## config.mk

```make
export PLATFORM = sky130hd
export DESIGN_NAME = hdlc_tx_pool
export DESIGN_NICKNAME = d
export VERILOG_FILES = /design/src/rtl/hdlc_tx_pool_pkg.sv /design/src/rtl/hdlc_tx_pool_dp.sv /design/src/rtl/hdlc_tx_pool_ctl.sv /design/src/rtl/hdlc_tx_pool.sv
export SDC_FILE = /design/constraint.sdc
export NUM_CORES = 1
export LEC_CHECK = 0
export BUFFER_PORTS_ARGS = -buffer_cell sky130_fd_sc_hd__buf_2
export CORE_MARGIN = 2
export CORE_UTILIZATION = 56
export CTS_CLUSTER_SIZE = 10
export DETAILED_ROUTE_END_ITERATION = 6
export PLACE_DENSITY_LB_ADDON = 0.1
export SETUP_SLACK_MARGIN = 0.5
export SYNTH_ARGS = -nofsm -noshare
export SYNTH_HDL_FRONTEND = slang
export SYNTH_SLANG_ARGS = --single-unit
```

## constraint.sdc

```tcl
create_clock -name clk -period 3.36 [get_ports clk]
set_clock_uncertainty 0.15 [all_clocks]
set_input_delay 0.672 -clock clk [delete_from_list [all_inputs] [get_ports clk]]
set_output_delay 0.672 -clock clk [all_outputs]
set_load 0.05 [all_outputs]
```

## src/rtl/hdlc_tx_pool_pkg.sv

```systemverilog
package hdlc_tx_pool_pkg;
  // strobes from control to datapath
  typedef struct packed {
    logic wrStb;    // store host byte
    logic rdStb;    // serializer took a byte
    logic swapStb;  // banks trade roles
    logic clrHost;  // discard host bank
  } poolStrobe_t;
endpackage

```

## src/rtl/hdlc_tx_pool_dp.sv

```systemverilog
module hdlc_tx_pool_dp
  import hdlc_tx_pool_pkg::*;
#(
  parameter int DEPTH = 32,
  parameter int DW    = 8,
  parameter int CW    = 6
) (
  input  logic          clk,
  input  logic          rstN,
  input  poolStrobe_t   stb,
  input  logic [DW-1:0] wrData,
  output logic [CW-1:0] wrCount,
  output logic [DW-1:0] rdData
);
  localparam int PW = (DEPTH > 1) ? $clog2(DEPTH) : 1;

  logic [DW-1:0] mem [2][DEPTH];
  logic          hostBank;
  logic          readBank;
  logic [CW-1:0] wrPtr;
  logic [PW-1:0] rdPtr;

  assign readBank = ~hostBank;
  assign wrCount  = wrPtr;
  assign rdData   = mem[readBank][rdPtr];

  always_ff @(posedge clk or negedge rstN) begin
    if (!rstN) begin
      hostBank <= 1'b0;
      wrPtr    <= '0;
      rdPtr    <= '0;
    end else if (stb.swapStb) begin
      hostBank <= ~hostBank;
      wrPtr    <= '0;
      rdPtr    <= '0;
    end else begin
      if (stb.clrHost)    wrPtr <= '0;
      else if (stb.wrStb) wrPtr <= wrPtr + 1'b1;
      if (stb.rdStb)      rdPtr <= rdPtr + 1'b1;
    end
  end

  always_ff @(posedge clk) begin
    if (stb.wrStb) mem[hostBank][wrPtr[PW-1:0]] <= wrData;
  end
endmodule

```

## src/rtl/hdlc_tx_pool_ctl.sv

```systemverilog
module hdlc_tx_pool_ctl
  import hdlc_tx_pool_pkg::*;
#(
  parameter int DEPTH = 32,
  parameter int CW    = 6
) (
  input  logic          clk,
  input  logic          rstN,
  input  logic [CW-1:0] wrCount,
  input  logic          hostWrEn,
  input  logic          cmdSend,
  input  logic          cmdEnd,
  input  logic          serReady,
  input  logic          lineIdle,
  output poolStrobe_t   stb,
  output logic          poolReady,
  output logic          serValid,
  output logic          serLast,
  output logic          serAbort,
  output logic          underrunEvt,
  output logic          allSent
);
  localparam logic [CW-1:0] FULL = CW'(DEPTH);

  logic          committed, blkEom, shEom, inFrame, abortQ, allSentQ;
  logic [CW-1:0] blkLen, shRem;
  logic          hostFull, shEmpty, underrunDet, sendOk, endOk, wrOk, rdGo, swapGo;

  assign hostFull    = (wrCount == FULL);
  assign shEmpty     = (shRem == '0);
  assign underrunDet = inFrame && shEmpty && !committed && serReady;
  assign endOk       = cmdEnd && !committed && (wrCount != '0) && !underrunDet;
  assign sendOk      = cmdSend && !cmdEnd && !committed && hostFull && !underrunDet;
  assign wrOk        = hostWrEn && !cmdSend && !cmdEnd && !committed && !hostFull && !underrunDet;
  assign swapGo      = committed && shEmpty;
  assign rdGo        = serValid && serReady;

  assign stb.wrStb   = wrOk;
  assign stb.rdStb   = rdGo;
  assign stb.swapStb = swapGo;
  assign stb.clrHost = underrunDet;

  assign poolReady   = !committed;
  assign serValid    = !shEmpty;
  assign serLast     = shEom && (shRem == CW'(1));
  assign serAbort    = abortQ;
  assign underrunEvt = abortQ;
  assign allSent     = allSentQ;

  always_ff @(posedge clk or negedge rstN) begin
    if (!rstN) begin
      committed <= 1'b0;
      blkLen    <= '0;
      blkEom    <= 1'b0;
      shRem     <= '0;
      shEom     <= 1'b0;
      inFrame   <= 1'b0;
      abortQ    <= 1'b0;
      allSentQ  <= 1'b0;
    end else begin
      if (swapGo) begin
        committed <= 1'b0;
        shRem     <= blkLen;
        shEom     <= blkEom;
      end else if (sendOk || endOk) begin
        committed <= 1'b1;
        blkLen    <= wrCount;
        blkEom    <= endOk;
      end
      if (rdGo) begin
        shRem   <= shRem - 1'b1;
        inFrame <= !serLast;
      end else if (underrunDet) begin
        inFrame <= 1'b0;
      end
      abortQ   <= underrunDet;
      allSentQ <= !committed && (wrCount == '0) && shEmpty && !inFrame && lineIdle;
    end
  end
endmodule

```

## src/rtl/hdlc_tx_pool.sv

```systemverilog
module hdlc_tx_pool
  import hdlc_tx_pool_pkg::*;
#(
  parameter int DEPTH = 32,
  parameter int DW    = 8
) (
  input  logic          clk,
  input  logic          rstN,
  input  logic          hostWrEn,
  input  logic [DW-1:0] hostWrData,
  input  logic          cmdSend,
  input  logic          cmdEnd,
  output logic          poolReady,
  output logic          serValid,
  output logic [DW-1:0] serData,
  output logic          serLast,
  input  logic          serReady,
  output logic          serAbort,
  output logic          underrunEvt,
  input  logic          lineIdle,
  output logic          allSent
);
  localparam int CW = $clog2(DEPTH + 1);

  poolStrobe_t   stb;
  logic [CW-1:0] wrCount;

  hdlc_tx_pool_dp #(.DEPTH(DEPTH), .DW(DW), .CW(CW)) u_dp (
    .clk(clk), .rstN(rstN), .stb(stb), .wrData(hostWrData),
    .wrCount(wrCount), .rdData(serData)
  );

  hdlc_tx_pool_ctl #(.DEPTH(DEPTH), .CW(CW)) u_ctl (
    .clk(clk), .rstN(rstN), .wrCount(wrCount), .hostWrEn(hostWrEn),
    .cmdSend(cmdSend), .cmdEnd(cmdEnd), .serReady(serReady), .lineIdle(lineIdle),
    .stb(stb), .poolReady(poolReady), .serValid(serValid), .serLast(serLast),
    .serAbort(serAbort), .underrunEvt(underrunEvt), .allSent(allSent)
  );
endmodule

```

# Yosys cells after proc, flatten, opt, wreduce, memory -nomap -nowiden
# Memory sizes are Yosys's and may differ from the RTL's.
# Cells that the tools add are included.
# word_totals
regBits	30
ram_bits	512
inputBits	15
out_inout_bits	14
elab_cells	82
n_memories	1
# memory_table
name	words	width	read_ports	rd_ports_with_merged_regs	wr	line	text
u_dp.mem	2	256	1	0	1	hdlc_tx_pool_dp.sv:17	logic [DW-1:0] mem [2][DEPTH];
# op_classes
add_sub_neg	3
order_cmp	3
n_eq_ne	2
mux	18
bitwise_logic	4
reduce_logical	40
# ops
cell	n
$mux 256	1
$bmux 8 s5	1
$demux 8 s5	1
$mux 6	5
$mux 8	3
$logic_and 1x1->1	23
$ge 6x6->1 const B	2
$logic_not 6->1	2
$not 5->6	2
$mux 5	2
$logic_not 1->1	8
$add 6x1->6 const B	1
$eq 6x1->1 const B	1
$eq 6x6->1 const B	1
$lt 6x1->1 const B	1
$reduce_bool 2->1	3
$reduce_bool 6->1	1
$sub 6x1->6 const B	1
$add 5x1->5 const B	1
$mux 1	5
$reduce_bool 3->1	1
$not 1->1	2
$reduce_and 2->1	1
$logic_or 1x1->1	1

# Depth between registers and ports, before layout
# Gate-level depths: netlist (run 1).
# depth
word_depth	9
depth_mapped	9
ltp_nobuf	8

# Cells and area by module
# From an unflattened synthesis (run 1), not the netlist that was laid out.
# unflattened
cells_unflattened	1076
hier_area_um2	21484.4
# modules_own_cells
mod	n_inst	cells_per_inst	area_per_inst_um2	seq_area_each_um2
hdlc_tx_pool_dp	1	989	20518.4	15675.0
hdlc_tx_pool_ctl	1	87	965.9	450.4

# Worst setup path after synthesis (run 1)
# Ideal clock, no wire load.
# synth_path
path_kind	flip-flop to output port
start	register u_dp.rdPtr[0]
end	output port serData[6]
arrival_time_ns	2.657
t_required_ns	2.538
slack_ns	-0.119
path_stages_with_launch	8
n_path_buf	2
cell_sequence	dfrtp_1 -> buf_2 -> buf_2 -> mux4_2 -> mux2i_1 -> a22oi_1 -> o221ai_1 -> o32ai_1
# synth_between
elab_chain_cells	4
# synth_rtl
element	line	text
start, declared	hdlc_tx_pool_dp.sv:21	logic [PW-1:0] rdPtr;
start signal, assigned	hdlc_tx_pool_dp.sv:39	if (stb.rdStb) rdPtr <= rdPtr + 1'b1;
$not 5->6 (implied by the code)	hdlc_tx_pool_dp.sv:25	assign rdData = mem[readBank][rdPtr];
$bmux 8 s5	hdlc_tx_pool_dp.sv:25	
$mux 8 (implied by the code) (2 in series)	hdlc_tx_pool_dp.sv:25	
end, declared	hdlc_tx_pool.sv:15	output logic [DW-1:0] serData,
# No other way between the ends. The select of a mux whose other input is x is not followed.

# Final worst setup path (run 1)
# layout_path
start	register u_dp.hostBank
end	output port serData[4]
# layout_between
elab_chain_cells	5
# layout_rtl
element	line	text
start, declared	hdlc_tx_pool_dp.sv:18	logic hostBank;
start signal, assigned	hdlc_tx_pool_dp.sv:33	hostBank <= ~hostBank;
$not 1->1	hdlc_tx_pool_dp.sv:23	assign readBank = ~hostBank;
$mem_v2 2x256	--	
$bmux 8 s5	hdlc_tx_pool_dp.sv:25	
$mux 8 (implied by the code) (2 in series)	hdlc_tx_pool_dp.sv:25	
# No other way between the ends. The select of a mux whose other input is x is not followed.

==> results.json, run 1 <==
{
  "status": "finished, violations left",
  "violations": "negative setup slack",
  "setup_tns_ns": -3.06,
  "die_h_um": 200,
  "grt_pass1_vias": 10700,
  "clock_sinks": 542,
  "path_max_fanout": 6,
  "intPower_w": 0.0142,
  "hold_ws_ns": 0.205,
  "r2r-start": "u_dp.wrCount[1]$_DFFE_PN0P_",
  "synth_edf_count": 512,
  "finalHoldViolCount": 0,
  "hold_start": "lineIdle",
  "synthArstFlopShare": 0.0554,
  "p_switching_w": 0.00633,
  "yosysWarnings": 0,
  "ys_seq_area_frac": 0.753,
  "powerDensity_mw_per_mm2": 806,
  "cts_tree": "built",
  "ff2ff_path_depth": 8,
  "place_ws_ns": -0.0386,
  "ios": 29,
  "nNetsFinal": 1183,
  "n_antenna_cell": 0,
  "syn_avg_cell_area_um2": 20.6,
  "clock_latency_ns": 0.59,
  "antenna_found_initial": 0,
  "sequentialPowerShare": 0.378,
  "finalCoreUtilization": 0.675,
  "antenna_left": 0,
  "grt_max_degree": 65,
  "drc": 0,
  "numPortBuffers": 28,
  "slew_headroom": 0.224,
  "comb_power_share": 0.347,
  "die_area_mm2": 0.0398,
  "ir_drop_mv": 0.769,
  "layout-drive-gt1-share": 0.371,
  "grt_usage": 0.257,
  "worstReg2RegEnd": "u_dp.mem[1][10]$_DFFE_PP_",
  "rrSetupSlack_ns": 0.56,
  "syn_inst": 1041,
  "holdPathStages": 2,
  "cts_buffer_depth": 3,
  "wl_um": 49000,
  "endpoint_kind": "output pin",
  "root_buffer": "clkbuf_16",
  "critPathLaunchType": "flip-flop",
  "place.gp.congestion": 0.818,
  "drv_cap": 0,
  "start_util": 0.569,
  "p_clk_frac": 0.275,
  "first_iter_violations": 1038,
  "clkTransAtPathRegs_ns": 0.06,
  "fp-row-count": 71,
  "synth_fp_nets": 1064,
  "hold_path.class": "input pin to flip-flop",
  "layout-area-overhead-vs-synth_pct": 18.7,
  "die_w_um": 200,
  "worstHoldEndpoint": "u_ctl.allSent$_DFF_PN0_",
  "worst_slack_ns": -0.443,
  "hpwl_um": 29900,
  "worstMarginPinSlew_ns": 1.16,
  "netlist-cell-type-count": 59,
  "synthFlopType": "edfxtp_1",
  "wl_per_cell_um": 29.1,
  "leakagePower_nw": 8.10,
  "finalSetupViolCount": 8,
  "htree_levels": 2,
  "crit_type": "flip-flop to output pin",
  "cts_buffers": 60,
  "via_count": 10600,
  "core-area_mm2": 0.0377,
  "swShare": 0.309,
  "min_period_over_period": 1.13,
  "syn_area_mm2": 0.0214,
  "fin_total_pwr_w": 0.0205,
  "crit_arrival_ns": 2.98,
  "grt_overflow_total": 0,
  "max_freq_mhz": 263,
  "required_ns": 2.54,
  "vias_per_cell": 6.32,
  "period_minus_slack_ns": 3.80,
  "ys_seq_elements": 542,
  "grt_setup_unrepaired": "true",
  "slew_violations": 0,
  "first_pass_iters": 5,
  "grt_pass1_wl_um": 71800
}
routing by layer:
layer | track usage | wire (um) | vias to the layer above
met5 | 0 | 0 | -
met4 | 0.0798 | 1260 | 0
met3 | 0.0592 | 3240 | 78
met2 | 0.406 | 23900 | 386
met1 | 0.362 | 20600 | 5652
li1 | - | - | 4527
critical path, cell delays in order, from the launching register on:
cell     delay, ns
dfrtp_4       0.52
buf_12        0.17
buf_16        0.14
mux4_2        0.54
mux2i_1       0.15
mux2i_1       0.13
mux2i_1       0.30
buf_4         0.19
o22ai_4       0.07
buf_6         0.17
flip-flops by register name, summed over array words and instances, names as in the netlist, 5 cells and up:
register / count
u_dp.mem: 512
u_ctl.shRem: 6
u_ctl.blkLen: 6
u_dp.rdPtr: 5
u_dp.wrCount: 6
cells by family (layout without fill, tap and decap cells):
logic type               after synthesis  after routing  synth area share
flip-flops                           542            542             0.753
adder cells (fa/ha/maj)                8              8           0.00467
XOR/XNOR                               6              6           0.00245
multiplexers                         175            175             0.160
AO/OA/AOI/OAI                         80             80            0.0279
buffers and inverters                 70            202            0.0158
AND/OR/NAND/NOR                      160            160            0.0369
cell type report:
type | instances | area, um^2
Sequential cell | 542 | 16100
Inverter | 13 | 48.8
Multi-Input combinational cell | 429 | 5740
Fill cell | 2451 | 12200
Clock buffer | 75 | 1610
Tap cell | 511 | 639
Timing Repair Buffer | 114 | 1260
power by group through the flow:
stage	clock (W)	sequential (W)	combinational [W]
after floorplan	0	0.00774	0.00430
after CTS	0.00570	0.00774	0.00692
after global placement	0	0.00786	0.00605
after detailed placement	0	0.00787	0.00609
final	0.00564	0.00774	0.00711
after global routing	0.00597	0.00775	0.00749
cells in the mapped netlist (all sizes together) (2+ instances only):
| master | n | area [um^2] |
|---|---|---|
| a21o | 7 | 52.6 |
| o21ai | 9 | 48.8 |
| mux2 | 5 | 56.3 |
| nor4 | 3 | 33.8 |
| clkbuf | 17 | 63.8 |
| edfxtp | 512 | 15400 |
| a311oi | 2 | 17.5 |
| nand4b | 2 | 17.5 |
| nor3 | 3 | 15.0 |
| nand3b | 4 | 30.0 |
| nor2b | 8 | 50.1 |
| nand2b | 3 | 18.8 |
| o32ai | 6 | 52.6 |
| mux2i | 37 | 370 |
| or3b | 4 | 35.0 |
| o22ai | 5 | 31.3 |
| inv | 13 | 48.8 |
| a21oi | 12 | 60.1 |
| nand3 | 16 | 90.1 |
| xnor2 | 5 | 43.8 |
| o221ai | 14 | 123 |
| buf | 40 | 226 |
| a2111oi | 6 | 52.6 |
| ha | 8 | 100 |
| nor2 | 92 | 363 |
| dfrtp | 30 | 751 |
| and2 | 2 | 12.5 |
| a22oi | 6 | 45.0 |
| mux4 | 133 | 3000 |
| nand2 | 16 | 65.1 |
| a211oi | 2 | 15.0 |
| a22o | 2 | 17.5 |
worst max-delay path by stage:
stage                     slack (ns)         end                      start
after global routing           -0.51  serData[2]  u_dp.hostBank$_DFFE_PN0P_
after floorplan                 0.49  serData[5]  u_dp.hostBank$_DFFE_PN0P_
after detailed placement       -0.04  serData[4]  u_dp.hostBank$_DFFE_PN0P_
final                          -0.44  serData[4]  u_dp.hostBank$_DFFE_PN0P_
after CTS                      -0.43  serData[4]  u_dp.hostBank$_DFFE_PN0P_
after global placement         -0.06  serData[4]  u_dp.hostBank$_DFFE_PN0P_
timing repair:
| action | in CTS | in global routing |
|---|---|---|
| hold buffers | 1 | 0 |
| setup buffers | 16 | 5 |
| resized for setup | 117 | 59 |
| pin swaps | 14 | 12 |
| endpoints found under the setup margin | 521 | 324 |
| cloned | 4 | 0 |
| endpoints found under the hold margin | 30 | 0 |
through the flow:
step                std cells  cell area [um^2]
global placement         1583             22800
floorplan                1041             21700
CTS                      1679             25100
detailed placement       1583             22800
finish                   1684             25400
global route             1684             25400
cell usage in the layout, fill, tap and decap left out, drive strengths merged, types with 2 or more instances in the layout:
master	Yosys	layout
nand3	16	16
a21oi	12	12
ha	8	8
xnor2	5	5
a22oi	6	6
o221ai	14	14
nand3b	4	4
mux2i	37	37
edfxtp	512	512
and2	2	2
mux2	5	5
nand4b	2	2
o22ai	5	5
a22o	2	2
a2111oi	6	6
a211oi	2	2
clkbuf	17	76
a21o	7	7
nor2b	8	8
nor3	3	3
nand2b	3	3
o32ai	6	6
o21ai	9	9
inv	13	13
dfrtp	30	30
a311oi	2	2
buf	40	112
nor4	3	3
or3b	4	4
mux4	133	133
nor2	92	92
nand2	16	16
Power figures use the tool's default switching activity.
==> run 2: changes to the inputs <==
--- a/config.mk
+++ b/config.mk
@@ -11,6 +11,7 @@
 export CTS_CLUSTER_SIZE = 10
 export DETAILED_ROUTE_END_ITERATION = 6
 export PLACE_DENSITY_LB_ADDON = 0.1
+export RECOVER_POWER = 25
 export SETUP_SLACK_MARGIN = 0.5
 export SYNTH_ARGS = -nofsm -noshare
 export SYNTH_HDL_FRONTEND = slang
==> results.json, run 2 (same netlist as run 1, synthesis figures left out) <==
{
  "slew_violations": 232,
  "die_w_um": 200,
  "routed.top_layer": "met4",
  "htree_levels": 2,
  "cts_buffer_depth": 3,
  "grt_max_degree": 65,
  "cts_buffers": 60,
  "crit_type": "flip-flop to output pin",
  "stdcell_count": 1684,
  "crit_slowest_cell": "mux4_2",
  "die_h_um": 200,
  "first_iter_violations": 909,
  "nNetsFinal": 1183,
  "core-area_mm2": 0.0377,
  "place_ws_ns": -0.0386,
  "grt_setup_unrepaired": "true",
  "clkTransAtPathRegs_ns": 0.06,
  "wl_met3_um": 3380,
  "routed-wl-met2_um": 23900,
  "finalSetupViolCount": 8,
  "fillers": 2465,
  "grt_overflow_total": 0,
  "leakagePower_nw": 8.06,
  "period_minus_slack_ns": 3.80,
  "grt_usage": 0.257,
  "crit_chain": "buf_12 -> buf_16 -> mux4_2 -> mux2i_1 -> mux2i_1 -> mux2i_1 -> buf_4 -> o22ai_4 -> buf_6",
  "violations": "max-capacitance violations, max-slew violations, negative setup slack",
  "finalHoldViolCount": 0,
  "clock_sinks": 542,
  "die_area_mm2": 0.0398,
  "critPathTopFamily": "multiplexers",
  "finalCoreUtilization": 0.674,
  "ir_drop_mv": 0.771,
  "max_freq_mhz": 263,
  "vias_per_cell": 6.35,
  "path_common_cell": "mux2i_1",
  "mostFrequentLayoutCells": "edfxtp_1 (512), mux4_2 (133), clkbuf_16 (61)",
  "critPathLaunchType": "flip-flop",
  "drc": 0,
  "hold_path.class": "input pin to flip-flop",
  "required_ns": 2.54,
  "cts_tree": "built",
  "met1Wirelength_um": 20500,
  "status": "finished, violations left",
  "n_antenna_cell": 0,
  "first_pass_iters": 5,
  "grt_pass1_wl_um": 71800,
  "final_common_cell": "edfxtp_1",
  "wl_per_cell_um": 29.1,
  "crit_arrival_ns": 2.98,
  "ios": 29,
  "powerDensity_mw_per_mm2": 808,
  "slew_headroom": -1.08,
  "antenna_found_initial": 0,
  "wl_um": 49100,
  "root_buffer": "clkbuf_16",
  "slowest_delay_ns": 0.54,
  "path_max_fanout": 6,
  "layout-area-overhead-vs-synth_pct": 18.5,
  "regArea_mm2": 0.0161,
  "antenna_left": 0,
  "hpwl_um": 29900,
  "start_util": 0.569,
  "numPortBuffers": 28,
  "endpoint_kind": "output pin",
  "grt_pass1_vias": 10700,
  "placedCellCount": 1583,
  "clock_latency_ns": 0.59,
  "fp-row-count": 71,
  "worst_slack_ns": -0.444,
  "worstMarginPinSlew_ns": 3.11,
  "place.gp.congestion": 0.818,
  "min_period_over_period": 1.13,
  "via_count": 10700,
  "multi_input_area_mm2": 0.00574,
  "worstPathBufferInverterCount": 4,
  "layout-drive-gt1-share": 0.363,
  "drv_cap": 6,
  "largest_reg_flops": 512
}
run 2: changes by cell type in the layout (fill, tap and decap cells not counted):
| cell | previous run | this run |
|---|---|---|
| buf_12 | 22 | 20 |
| buf_4 | 51 | 49 |
| buf_2 | 19 | 14 |
| clkbuf_1 | 11 | 19 |
| buf_1 | 0 | 1 |
run 2: layout make-up:
| type | instances | share of cell area |
|---|---|---|
| timing repair buffer | 114 | 0.0477 |
| clock buffer | 75 | 0.0634 |
| multi-input combinational | 429 | 0.226 |
| inverter | 13 | 0.00192 |
| tap | 511 | 0.0252 |
| sequential | 542 | 0.636 |
run 2: worst paths after layout:
kind / start / endpoint / slack (ns) / depth (start not counted)
max in group asynchronous: rstN / u_dp.hostBank$_DFFE_PN0P_ / 2.00 / 2
min in group asynchronous: rstN / u_ctl.allSent$_DFF_PN0_ / 0.53 / 2
worst max register to register: u_dp.wrCount[1]$_DFFE_PN0P_ / u_dp.mem[1][10]$_DFFE_PP_ / 0.55 / 8
worst min-delay path: lineIdle / u_ctl.allSent$_DFF_PN0_ / 0.21 / 2
worst max-delay path: u_dp.hostBank$_DFFE_PN0P_ / serData[4] / -0.44 / 9
worst min register to register: u_ctl.shRem[1]$_DFFE_PN0P_ / u_ctl.shRem[1]$_DFFE_PN0P_ / 0.34 / 2
run 2: worst register-to-register path: stages (launching register included):
cell and delay [ns]:
dfrtp_1 0.42, inv_1 0.12, ha_1 0.23, or4b_4 0.26
o2111ai_4 0.15, nor2_2 0.32, nand3_2 0.15, buf_12 0.19
nor2_2 0.44
run 2: timing repair:
item                                    4_1_cts  5_1_grt
gates resized for setup                     117       59
pin swaps                                    14       12
endpoints found under the hold margin        30        0
hold buffers                                  1        0
endpoints found under the setup margin      521      324
setup buffers                                16        5
cloned                                        4        0
run 2: through the flow:
| step | TNS (ns) | hold slack (ns) | cell area [um^2] | total power [W] |
|---|---|---|---|---|
| floorplan | 0 | 0.226 | 21700 | 0.0120 |
| global placement | -0.0569 | 0.310 | 22800 | 0.0139 |
| detailed placement | -0.0386 | 0.323 | 22800 | 0.0140 |
| CTS | -3.27 | 0.175 | 25100 | 0.0204 |
| global route | -6.63 | 0.204 | 25400 | 0.0212 |
| finish | -3.08 | 0.205 | 25400 | 0.0205 |
run 2: power breakdown:
group          internal (W)  switching [W]
clock               0.00327        0.00236
sequential          0.00754       0.000208
combinational       0.00335        0.00377
total                0.0142        0.00634
run 2: metal layers:
metal,vias up,global-route usage
met5,-,0
met4,0,0.0798
met3,83,0.0592
met2,409,0.406
met1,5684,0.362
li1,4525,-
